**src/rtl/bank_mapper_pkg.sv**
```systemverilog
package bank_mapper_pkg;
  localparam int BANK_W    = 8;
  localparam int DATA_W    = 8;
  localparam int PRG_OFF_W = 13;
  localparam int CHR_OFF_W = 10;
  localparam int NUM_CHR   = 8;
  localparam int CHR_SEL_W = $clog2(NUM_CHR);
  localparam int PRG_WIN_W = 2;

  localparam logic [15:0] MASK_FULL = 16'hFFFF;
  localparam logic [15:0] MASK_ALT  = 16'hF00C;

  typedef enum logic [2:0] {
    OP_NONE,
    OP_PRG_A,
    OP_PRG_B,
    OP_LAYOUT,
    OP_MIRROR,
    OP_CHR
  } op_e;

  typedef enum logic [1:0] {
    MIR_VERT,
    MIR_HORZ,
    MIR_ONE_LO,
    MIR_ONE_HI
  } mirror_e;

  typedef struct packed {
    op_e                  op;
    logic [CHR_SEL_W-1:0] chr_idx;
    logic                 chr_hi;
  } wr_cmd_t;
endpackage

```
**src/rtl/mapper_wr_decode.sv**
```systemverilog
module mapper_wr_decode
  import bank_mapper_pkg::*;
(
  input  logic        wr_en_i,
  input  logic [15:0] addr_i,
  input  logic        alt_mask_i,
  output wr_cmd_t     cmd_o
);
  logic [15:0] masked;
  logic [1:0]  pair;

  assign masked = addr_i & (alt_mask_i ? MASK_ALT : MASK_FULL);
  // B..E -> pair 0..3
  assign pair   = masked[13:12] - 2'd3;

  always_comb begin
    cmd_o.op      = OP_NONE;
    cmd_o.chr_idx = '0;
    cmd_o.chr_hi  = 1'b0;
    if (wr_en_i) begin
      unique case (masked[15:12])
        4'h8: if (masked[11:0] inside {12'h000, 12'h004, 12'h008, 12'h00C}) cmd_o.op = OP_PRG_A;
        4'h9: begin
          if (masked[11:0] == 12'h000) cmd_o.op = OP_MIRROR;
          else if (masked[11:0] == 12'h008) cmd_o.op = OP_LAYOUT;
        end
        4'hA: if (masked[11:0] inside {12'h000, 12'h004, 12'h008, 12'h00C}) cmd_o.op = OP_PRG_B;
        4'hB, 4'hC, 4'hD, 4'hE: begin
          unique case (masked[11:0])
            12'h000:          begin cmd_o.op = OP_CHR; cmd_o.chr_idx = {pair, 1'b0}; cmd_o.chr_hi = 1'b0; end
            12'h001, 12'h004: begin cmd_o.op = OP_CHR; cmd_o.chr_idx = {pair, 1'b0}; cmd_o.chr_hi = 1'b1; end
            12'h002, 12'h008: begin cmd_o.op = OP_CHR; cmd_o.chr_idx = {pair, 1'b1}; cmd_o.chr_hi = 1'b0; end
            12'h003, 12'h00C: begin cmd_o.op = OP_CHR; cmd_o.chr_idx = {pair, 1'b1}; cmd_o.chr_hi = 1'b1; end
            default: ;
          endcase
        end
        default: ;
      endcase
    end
  end
endmodule

```
**src/rtl/prg_bank_unit.sv**
```systemverilog
module prg_bank_unit
  import bank_mapper_pkg::*;
#(
  parameter int PRG_BANKS = 32,
  localparam int PRG_AW   = BANK_W + PRG_OFF_W
) (
  input  logic                 clk_i,
  input  logic                 rst_ni,
  input  wr_cmd_t              cmd_i,
  input  logic [DATA_W-1:0]    data_i,
  input  logic [14:0]          cpu_addr_i,
  output logic [PRG_AW-1:0]    prg_addr_o
);
  localparam logic [BANK_W-1:0] LAST_BANK   = BANK_W'(PRG_BANKS - 1);
  localparam logic [BANK_W-1:0] SECOND_BANK = BANK_W'(PRG_BANKS - 2);

  logic [BANK_W-1:0] bank_a_q, bank_b_q, bank_sel;
  logic              layout_q;

  always_ff @(posedge clk_i or negedge rst_ni) begin
    if (!rst_ni) begin
      bank_a_q <= '0;
      bank_b_q <= BANK_W'(1);
      layout_q <= 1'b0;
    end else begin
      unique case (cmd_i.op)
        OP_PRG_A:  bank_a_q <= data_i[BANK_W-1:0];
        OP_PRG_B:  bank_b_q <= data_i[BANK_W-1:0];
        OP_LAYOUT: layout_q <= data_i[1];
        default: ;
      endcase
    end
  end

  always_comb begin
    unique case (cpu_addr_i[14:13])
      2'd0:    bank_sel = layout_q ? SECOND_BANK : bank_a_q;
      2'd1:    bank_sel = bank_b_q;
      2'd2:    bank_sel = layout_q ? bank_a_q : SECOND_BANK;
      default: bank_sel = LAST_BANK;
    endcase
  end

  assign prg_addr_o = {bank_sel, cpu_addr_i[PRG_OFF_W-1:0]};
endmodule

```
**src/rtl/chr_bank_file.sv**
```systemverilog
module chr_bank_file
  import bank_mapper_pkg::*;
#(
  localparam int CHR_AW = BANK_W + CHR_OFF_W,
  localparam int VID_W  = CHR_SEL_W + CHR_OFF_W
) (
  input  logic              clk_i,
  input  logic              rst_ni,
  input  wr_cmd_t           cmd_i,
  input  logic [3:0]        nibble_i,
  input  logic [VID_W-1:0]  vid_addr_i,
  output logic [CHR_AW-1:0] chr_addr_o
);
  logic [NUM_CHR-1:0][BANK_W-1:0] bank_q;

  for (genvar i = 0; i < NUM_CHR; i++) begin : g_reg
    always_ff @(posedge clk_i or negedge rst_ni) begin
      if (!rst_ni) begin
        bank_q[i] <= BANK_W'(i);
      end else if (cmd_i.op == OP_CHR && cmd_i.chr_idx == CHR_SEL_W'(i)) begin
        if (cmd_i.chr_hi) bank_q[i][7:4] <= nibble_i;
        else              bank_q[i][3:0] <= nibble_i;
      end
    end
  end

  assign chr_addr_o = {bank_q[vid_addr_i[VID_W-1:CHR_OFF_W]], vid_addr_i[CHR_OFF_W-1:0]};
endmodule

```
**src/rtl/bank_mapper_regs.sv**
```systemverilog
module bank_mapper_regs
  import bank_mapper_pkg::*;
#(
  parameter int PRG_BANKS = 32
) (
  input  logic        clk_i,
  input  logic        rst_ni,
  input  logic        wr_en_i,
  input  logic [15:0] wr_addr_i,
  input  logic [7:0]  wr_data_i,
  input  logic        alt_mask_i,
  input  logic [14:0] cpu_addr_i,
  output logic [20:0] prg_addr_o,
  input  logic [12:0] vid_addr_i,
  output logic [17:0] chr_addr_o,
  output logic [1:0]  mirror_o
);
  wr_cmd_t cmd;
  mirror_e mirror_q;

  mapper_wr_decode u_dec (
    .wr_en_i   (wr_en_i),
    .addr_i    (wr_addr_i),
    .alt_mask_i(alt_mask_i),
    .cmd_o     (cmd)
  );

  prg_bank_unit #(.PRG_BANKS(PRG_BANKS)) u_prg (
    .clk_i     (clk_i),
    .rst_ni    (rst_ni),
    .cmd_i     (cmd),
    .data_i    (wr_data_i),
    .cpu_addr_i(cpu_addr_i),
    .prg_addr_o(prg_addr_o)
  );

  chr_bank_file u_chr (
    .clk_i     (clk_i),
    .rst_ni    (rst_ni),
    .cmd_i     (cmd),
    .nibble_i  (wr_data_i[3:0]),
    .vid_addr_i(vid_addr_i),
    .chr_addr_o(chr_addr_o)
  );

  always_ff @(posedge clk_i or negedge rst_ni) begin
    if (!rst_ni) mirror_q <= MIR_VERT;
    else if (cmd.op == OP_MIRROR && wr_data_i != 8'hFF) mirror_q <= mirror_e'(wr_data_i[1:0]);
  end

  assign mirror_o = mirror_q;
endmodule

```
**config.mk**
```make
export PLATFORM = sky130hd
export DESIGN_NAME = bank_mapper_regs
export DESIGN_NICKNAME = d
export VERILOG_FILES = /design/src/rtl/bank_mapper_pkg.sv /design/src/rtl/mapper_wr_decode.sv /design/src/rtl/prg_bank_unit.sv /design/src/rtl/chr_bank_file.sv /design/src/rtl/bank_mapper_regs.sv
export SDC_FILE = /design/constraint.sdc
export NUM_CORES = 1
export LEC_CHECK = 0
export ABC_AREA = 1
export BUFFER_PORTS_ARGS = -buffer_cell sky130_fd_sc_hd__buf_4
export CAP_MARGIN = 25
export CORE_ASPECT_RATIO = 1.25
export CORE_UTILIZATION = 46
export CTS_BUF_LIST = sky130_fd_sc_hd__clkbuf_8
export CTS_CLUSTER_DIAMETER = 200
export DETAILED_ROUTE_END_ITERATION = 7
export GPL_ROUTABILITY_DRIVEN = 0
export PLACE_DENSITY = 0.77
export SKIP_LAST_GASP = 1
export SLEW_MARGIN = 5
export SYNTH_ARGS = -nofsm -noshare
export SYNTH_HDL_FRONTEND = slang
export SYNTH_SLANG_ARGS = --single-unit
```
**constraint.sdc**
```tcl
create_clock -name clk_i -period 2.8 [get_ports clk_i]
set_input_delay 0.42 -clock clk_i [delete_from_list [all_inputs] [get_ports clk_i]]
set_output_delay 0.42 -clock clk_i [all_outputs]
set_load 0.005 [all_outputs]
```
# == Word level (Yosys, flattened, before mapping) ==
# Index checks and enable logic that the tools add are counted.
# W data, S select, Z words.
# op_classes
n_reduce_logical,33
n_addsub,1
mux,14
n_bitwise,2
order_cmp,1
eq_ne,28
# op_table
cell,n
$reduce_and A2 Y1,16
$eq A4 B4 Y1 const B,7
$pmux W7 S4,1
$bmux W8 S3,1
$eq A12 B2 Y1 const B,2
$eq A12 B4 Y1 const B,2
$mux W8,3
$pmux W8 S3,1
$eq A3 B3 Y1 const B,6
$and A16 B16 Y16,1
$eq A12 B1 Y1 const B,1
$eq A12 B3 Y1 const B,1
$eq A3 B2 Y1 const B,4
$logic_not A12 Y1,1
$mux W12,1
$pmux W3 S4,1
$logic_and A1 B1 Y1,9
$ne A8 B8 Y1 const B,1
$mux W7,1
$eq A3 B1 Y1 const B,2
$reduce_or A2 Y1,3
$lt A3 B4 Y1 const B,1
$mux W2,2
$mux W4,1
10 further kinds,10
# word_totals
output_inout_bits,41
reg_bits,83
inputBits,56

# == Depth between registers and ports, before layout ==
# depth
word_depth,10
depth_mapped,15
ltp_nobuf,14

# == By module ==
# Synthesis repeated with hierarchy kept, for this count alone.
# unflattened
hier_cells,758
area_unflattened_um2,5305.1
# modules_own_cells
mod,instances,seq_area_each_um2,cells_per_inst,area_each_um2
chr_bank_file,1,1616.6,544,3721.1
prg_bank_unit,1,426.7,120,1088.5
mapper_wr_decode,1,0.0,77,375.4
bank_mapper_regs,1,50.0,17,120.1

# == Worst setup path before layout ==
# OpenSTA, ideal clock, no wires.
# synth_path
path_kind,input port to flip-flop
from,input port wr_addr_i[12]
to,register u_chr.bank_q[31] (netlist name)
arrival_ns,1.908
setup_slack_ns,0.773
path_buffers,1
stages,12
path_cell_list,inv_1 > ha_1 > nor2_1 > nand3_1 > nand2_1 > nor2_1 > nand3_1 > inv_1 > buf_1 > nand3_2 > nand2_1 > nand2_1
# synth_between
elab_chain_len,8
elab_cells_between_ends,18
cone_classes,1 x add/sub; 9 x eq/ne; 4 x mux; 1 x bitwise; 3 x reduce/logical
# synth_lines
item,line,source
from (decl),bank_mapper_regs.sv:9,"input logic [15:0] wr_addr_i,"
$and A16 B16 Y16 (*),mapper_wr_decode.sv:12,assign masked = addr_i & (alt_mask_i ? MASK_ALT : MASK_FULL);
$sub A2 B2 Y2 / $eq A4 B4 Y1 (equally long branches),"mapper_wr_decode.sv:14, mapper_wr_decode.sv:21",
$pmux W7 S4 / $reduce_or A4 Y1 (equally long branches),"mapper_wr_decode.sv:29, mapper_wr_decode.sv:21",
$mux W4 / $pmux W3 S4 (equally long branches),mapper_wr_decode.sv:21,unique case (masked[15:12])
$mux W7 (*),mapper_wr_decode.sv:20,if (wr_en_i) begin
$eq A3 B2 Y1 / $eq A3 B3 Y1 (equally long branches),chr_bank_file.sv:20,end else if (cmd_i.op == OP_CHR && cmd_i.chr_idx == CHR_SEL_W'(i)) begin
$logic_and A1 B1 Y1,chr_bank_file.sv:20,
$reduce_and A2 Y1 (no source line) (*),-,
"to (signal, indexed assignment)",chr_bank_file.sv:19,bank_q[i] <= BANK_W'(i);
"to (signal, indexed assignment)",chr_bank_file.sv:21,if (cmd_i.chr_hi) bank_q[i][7:4] <= nibble_i;
"to (signal, indexed assignment)",chr_bank_file.sv:22,else bank_q[i][3:0] <= nibble_i;
to (decl),chr_bank_file.sv:14,logic [NUM_CHR-1:0][BANK_W-1:0] bank_q;
# Mark *: on every way between the ends. The rest lies on a longest branch, timed or not.
# A chain may end at the register's enable or synchronous reset.

# == Final worst setup path ==
# layout_path
from,input port vid_addr_i[10]
to,output port chr_addr_o[15]
# layout_between
elab_chain_len,2
# layout_lines
item,line,source
from (decl),bank_mapper_regs.sv:14,"input logic [12:0] vid_addr_i,"
$bmux W8 S3,chr_bank_file.sv:27,"assign chr_addr_o = {bank_q[vid_addr_i[VID_W-1:CHR_OFF_W]], vid_addr_i[CHR_OFF_W-1:0]};"
$mux W8 (implied by the code),chr_bank_file.sv:27,
to (decl),bank_mapper_regs.sv:15,"output logic [17:0] chr_addr_o,"
# Every way passes these cells. The select of a mux whose other input is x is not followed.

==> summary.md <==
| Metric | Value |
|---|---|
| Outcome | `finished, final reports clean` |
| Hold Crit Start | `wr_data_i[7]` |
| Class of the most critical hold timing path | `input pin to flip-flop` |
| Final Setup Violations | `0` |
| First-pass GRT wire length | `approximately 20000 microns` |
| Maximum clock insertion buffer count | `2` |
| Average instance area after synthesis | `7.58 sq um` |
| Fin nets | `just over 700` |
| Cell types with the largest area share after synthesis | `dfrtp_1, nand2_1, nand4_1, dfstp_2, o21ai_0` |
| Number of optimization iterations in the first detailed-route pass | `5` |
| Clock tree root driver cell | `clkbuf_8` |
| Fraction of final layout cells with drive strength greater than 1 | `between 15 and 20%` |
| Count of distinct cell types in the synthesized netlist | `29` |
| Insertion delay to the later sink of the worst-skew pair | `360 ps` |
| Number of buffers and inverters on the critical path | `4` |
| Width of the chip | `between 90 and 100 microns` |
| Non-filler cells, final | `782` |
| Arrival time of the worst setup path | `1940 ps` |
| Worst relative slew slack | `64.1%` |
| Synthesized flop and latch total | `83` |
| Number of I/O pins | `slightly below 100` |
| Depth of the CTS H-tree | `3` |
| Initial Util | `47.6%` |
| Reg-to-reg startpoint | `u_prg.bank_b_q[0]` |
| Worst path max stage delay | `310 ps` |
| Drc violations | `0` |
| Top Family by Delay on Critical Path | `buffers and inverters` |
| Number of antenna violations at the first check in global routing | `0` |
| Critical path peak fanout | `33` |
| Most common cell on crit path | `buf_4` |
| CP Launch Type | `input pin` |
| Die H | `~120 microns` |
| Cell type with the largest total area after synthesis | `dfrtp_1` |
| Via density | `5.84` |
| CP Capture Type | `output pin` |
| Adder-cell share of the synthesized area | `1.04%` |
| Worst VDD drop | `0.373 mV` |
| Worst reg2reg setup slack | `2030 ps` |
| Total power per unit cell area | `499 nW/um^2` |
| Core Box Area | `10200 sq um` |
| CP cell instances | `buf_4, inv_1, buf_4, o21ai_0, a31oi_1, buf_4` |
| Pin count of the biggest net entering global routing | `83` |
| Number of slew-limit violations in the final report | `0` |
| Synthesis warning total | `0` |
| Antenna Diode Count | `0` |
| Pleak | `2.63 nW` |
| Gates resized, CTS repair | `0` |
| Critical Path RT | `2380 ps` |
| Number of sinks handled by clock tree synthesis | `83` |
| Count of endpoints failing hold in the final timing report | `0` |
| Hold path depth | `3` |
| Cell count after placement | `~760` |
| CTS tree | `built` |
| Combinational family with the most area after synthesis | `simple AND/OR/NAND/NOR gates` |
| P&R area growth vs syn | `10.8%` |
| Via count of the first global-routing pass | `4183` |
| XOR/XNOR Fraction of Synth Area | `0%` |
| Highest achievable clock rate | `424 MHz` |
| Drt total wl | `12100 microns` |
| Worst R2R End | `u_prg.bank_b_q[0]` |
| Cell Rows | `41` |
| Net count after synthesis | `698` |
| Final worst-path cycle share | `a little over four fifths` |
| Number of buffer cells added on primary ports | `50` |
| Sequential cell area fraction in the yosys report | `43.3%` |
| Post-synthesis compound-gate area fraction | `10.3%` |
| Fraction of synthesized area in multiplexers | `0%` |
| Number of buffers created by CTS | `9` |
| Routed wire per std cell | `approximately 16 microns` |
| Worst-case clock skew | `0 ps` |
| Setup Fix Bufs, Post-CTS | `0` |
| Setup repair after global routing missed its margin | `false` |
| Number of cells on the worst reg-to-reg path | `2` |
| Max-cap violation count | `0` |
| GRT overflow | `0` |
| Setup tns final | `0 ps` |
| Critical path type | `input pin to output pin` |
| Final HPWL from detailed placement | `roughly 8100 microns` |
| Worst hold endpoint | `u_prg.bank_a_q[7]` |
| Highest-delay cell along the critical path | `inv_1` |
| Number of nets still failing antenna checks after routing | `0` |
| Final worst path period need | `about 2400 ps` |
| Slew @ Worst Pin | `537 ps` |
| Netlist area before placement | `approximately 4800 sq um` |
| Total Routing Usage GR | `a little under a quarter` |
| Simple logic cell fraction of the synthesized area | `a little over a third` |
| Gate Count Post-Synth | `638` |
| Drt initial violations | `~470` |
| Via count | `4570` |
| Share of the synthesized area in the top cell type | `36.2%` |
| Final core area utilization | `about 53%` |
| Clock-pin slew reported for the worst setup and hold paths after clock tree synthesis | `roughly 80 ps` |
| Die area | `10900 sq um` |
worst max-delay path by stage:
stage / from / end / slack [ps] / cells past startpoint
6_report: vid_addr_i[10] / chr_addr_o[15] / 440 / 6
5_1_grt: vid_addr_i[10] / chr_addr_o[13] / 410 / 6
4_1_cts: vid_addr_i[10] / chr_addr_o[15] / 510 / 7
3_5_place_dp: wr_addr_i[8] / u_chr.bank_q[36] / 380 / 14
3_3_place_gp: wr_addr_i[12] / u_chr.bank_q[60] / 440 / 14
2_1_floorplan: wr_addr_i[12] / u_chr.bank_q[31] / 770 / 12
layer usage:
layer,global-route usage (%),up-vias,share of wire (%)
met5,0,-,0
met3,4.56,41,6.3
met2,37.9,204,48
met1,28.5,2178,41
met4,12.8,0,4.4
li1,-,2147,-
worst register-to-register path: stages, from the launching register on:
cell and delay (ps):
dfstp_2 540, nand2_1 40, o21ai_0 100
layout by cell type, fill, tap and decap left out, types with 3 or more instances in the layout:
master    Yosys  routed
o22ai_1       8       8
nand3_1      25      25
inv_1        29      29
ha_1          4       4
nor2_1       74      74
dfstp_2      13      13
nand4_1      66      66
o21ai_0      66      66
buf_4        27      56
a21boi_0      3       3
dfrtp_1      70      70
clkinv_1      3       3
a31oi_1       8       8
clkbuf_8      0      10
nand2_1     175     175
nand3_2      17      17
nor2_2        5       5
cell families (layout without fill, tap and decap cells):
logic type	Yosys count	after routing
AND/OR/NAND/NOR	367	367
flip-flops	83	83
AO/OA/AOI/OAI	90	90
adder cells (fa/ha/maj)	4	4
buffers and inverters	94	109
what timing repair did:
item	4_1_cts	5_1_grt
hold buffers	0	1
setup endpoints to repair	0	0
endpoints found under the hold margin	0	11
report_power, final:
group | switching (mW) | internal (mW) | total, mW
clock network | 0.454 | 0.526 | 0.980
logic | 0.223 | 0.153 | 0.376
registers | 0.0452 | 1.27 | 1.32
total | 0.722 | 1.95 | 2.67
per-stage QoR:
stage	worst slack (ps)	hold WS [ps]	cell area, sq um	power, mW
2_1_floorplan	773	124	4830	1.55
3_3_place_gp	440	450	5090	1.69
3_5_place_dp	380	453	5090	1.71
4_1_cts	506	261	5320	2.67
5_1_grt	412	346	5360	2.78
6_report	442	339	5360	2.67
registers in the layout (all words and copies together) (netlist names):
register        flops
mirror_o            2
u_prg.bank_b_q      8
u_chr.bank_q       64
u_prg.layout_q      1
u_prg.bank_a_q      8
cells in the mapped netlist, drive strengths merged:
master,count
a21boi,3
a31oi,8
buf,33
clkbuf,27
clkinv,3
dfrtp,70
dfstp,13
ha,4
inv,31
nand2,176
nand3,42
nand3b,1
nand4,66
nor2,80
nor3,1
nor4,1
o21ai,71
o22ai,8
area by class of cell:
cell class	instances	area (sq um)
clock buffers	10	138
clock inverters	6	88.8
fillers	946	4800
inverters	34	128
multi-input cells	461	2270
flip-flops and latches	83	2090
well taps	129	161
repair buffers	59	478
No activity file was read; power rests on OpenSTA's default activity.
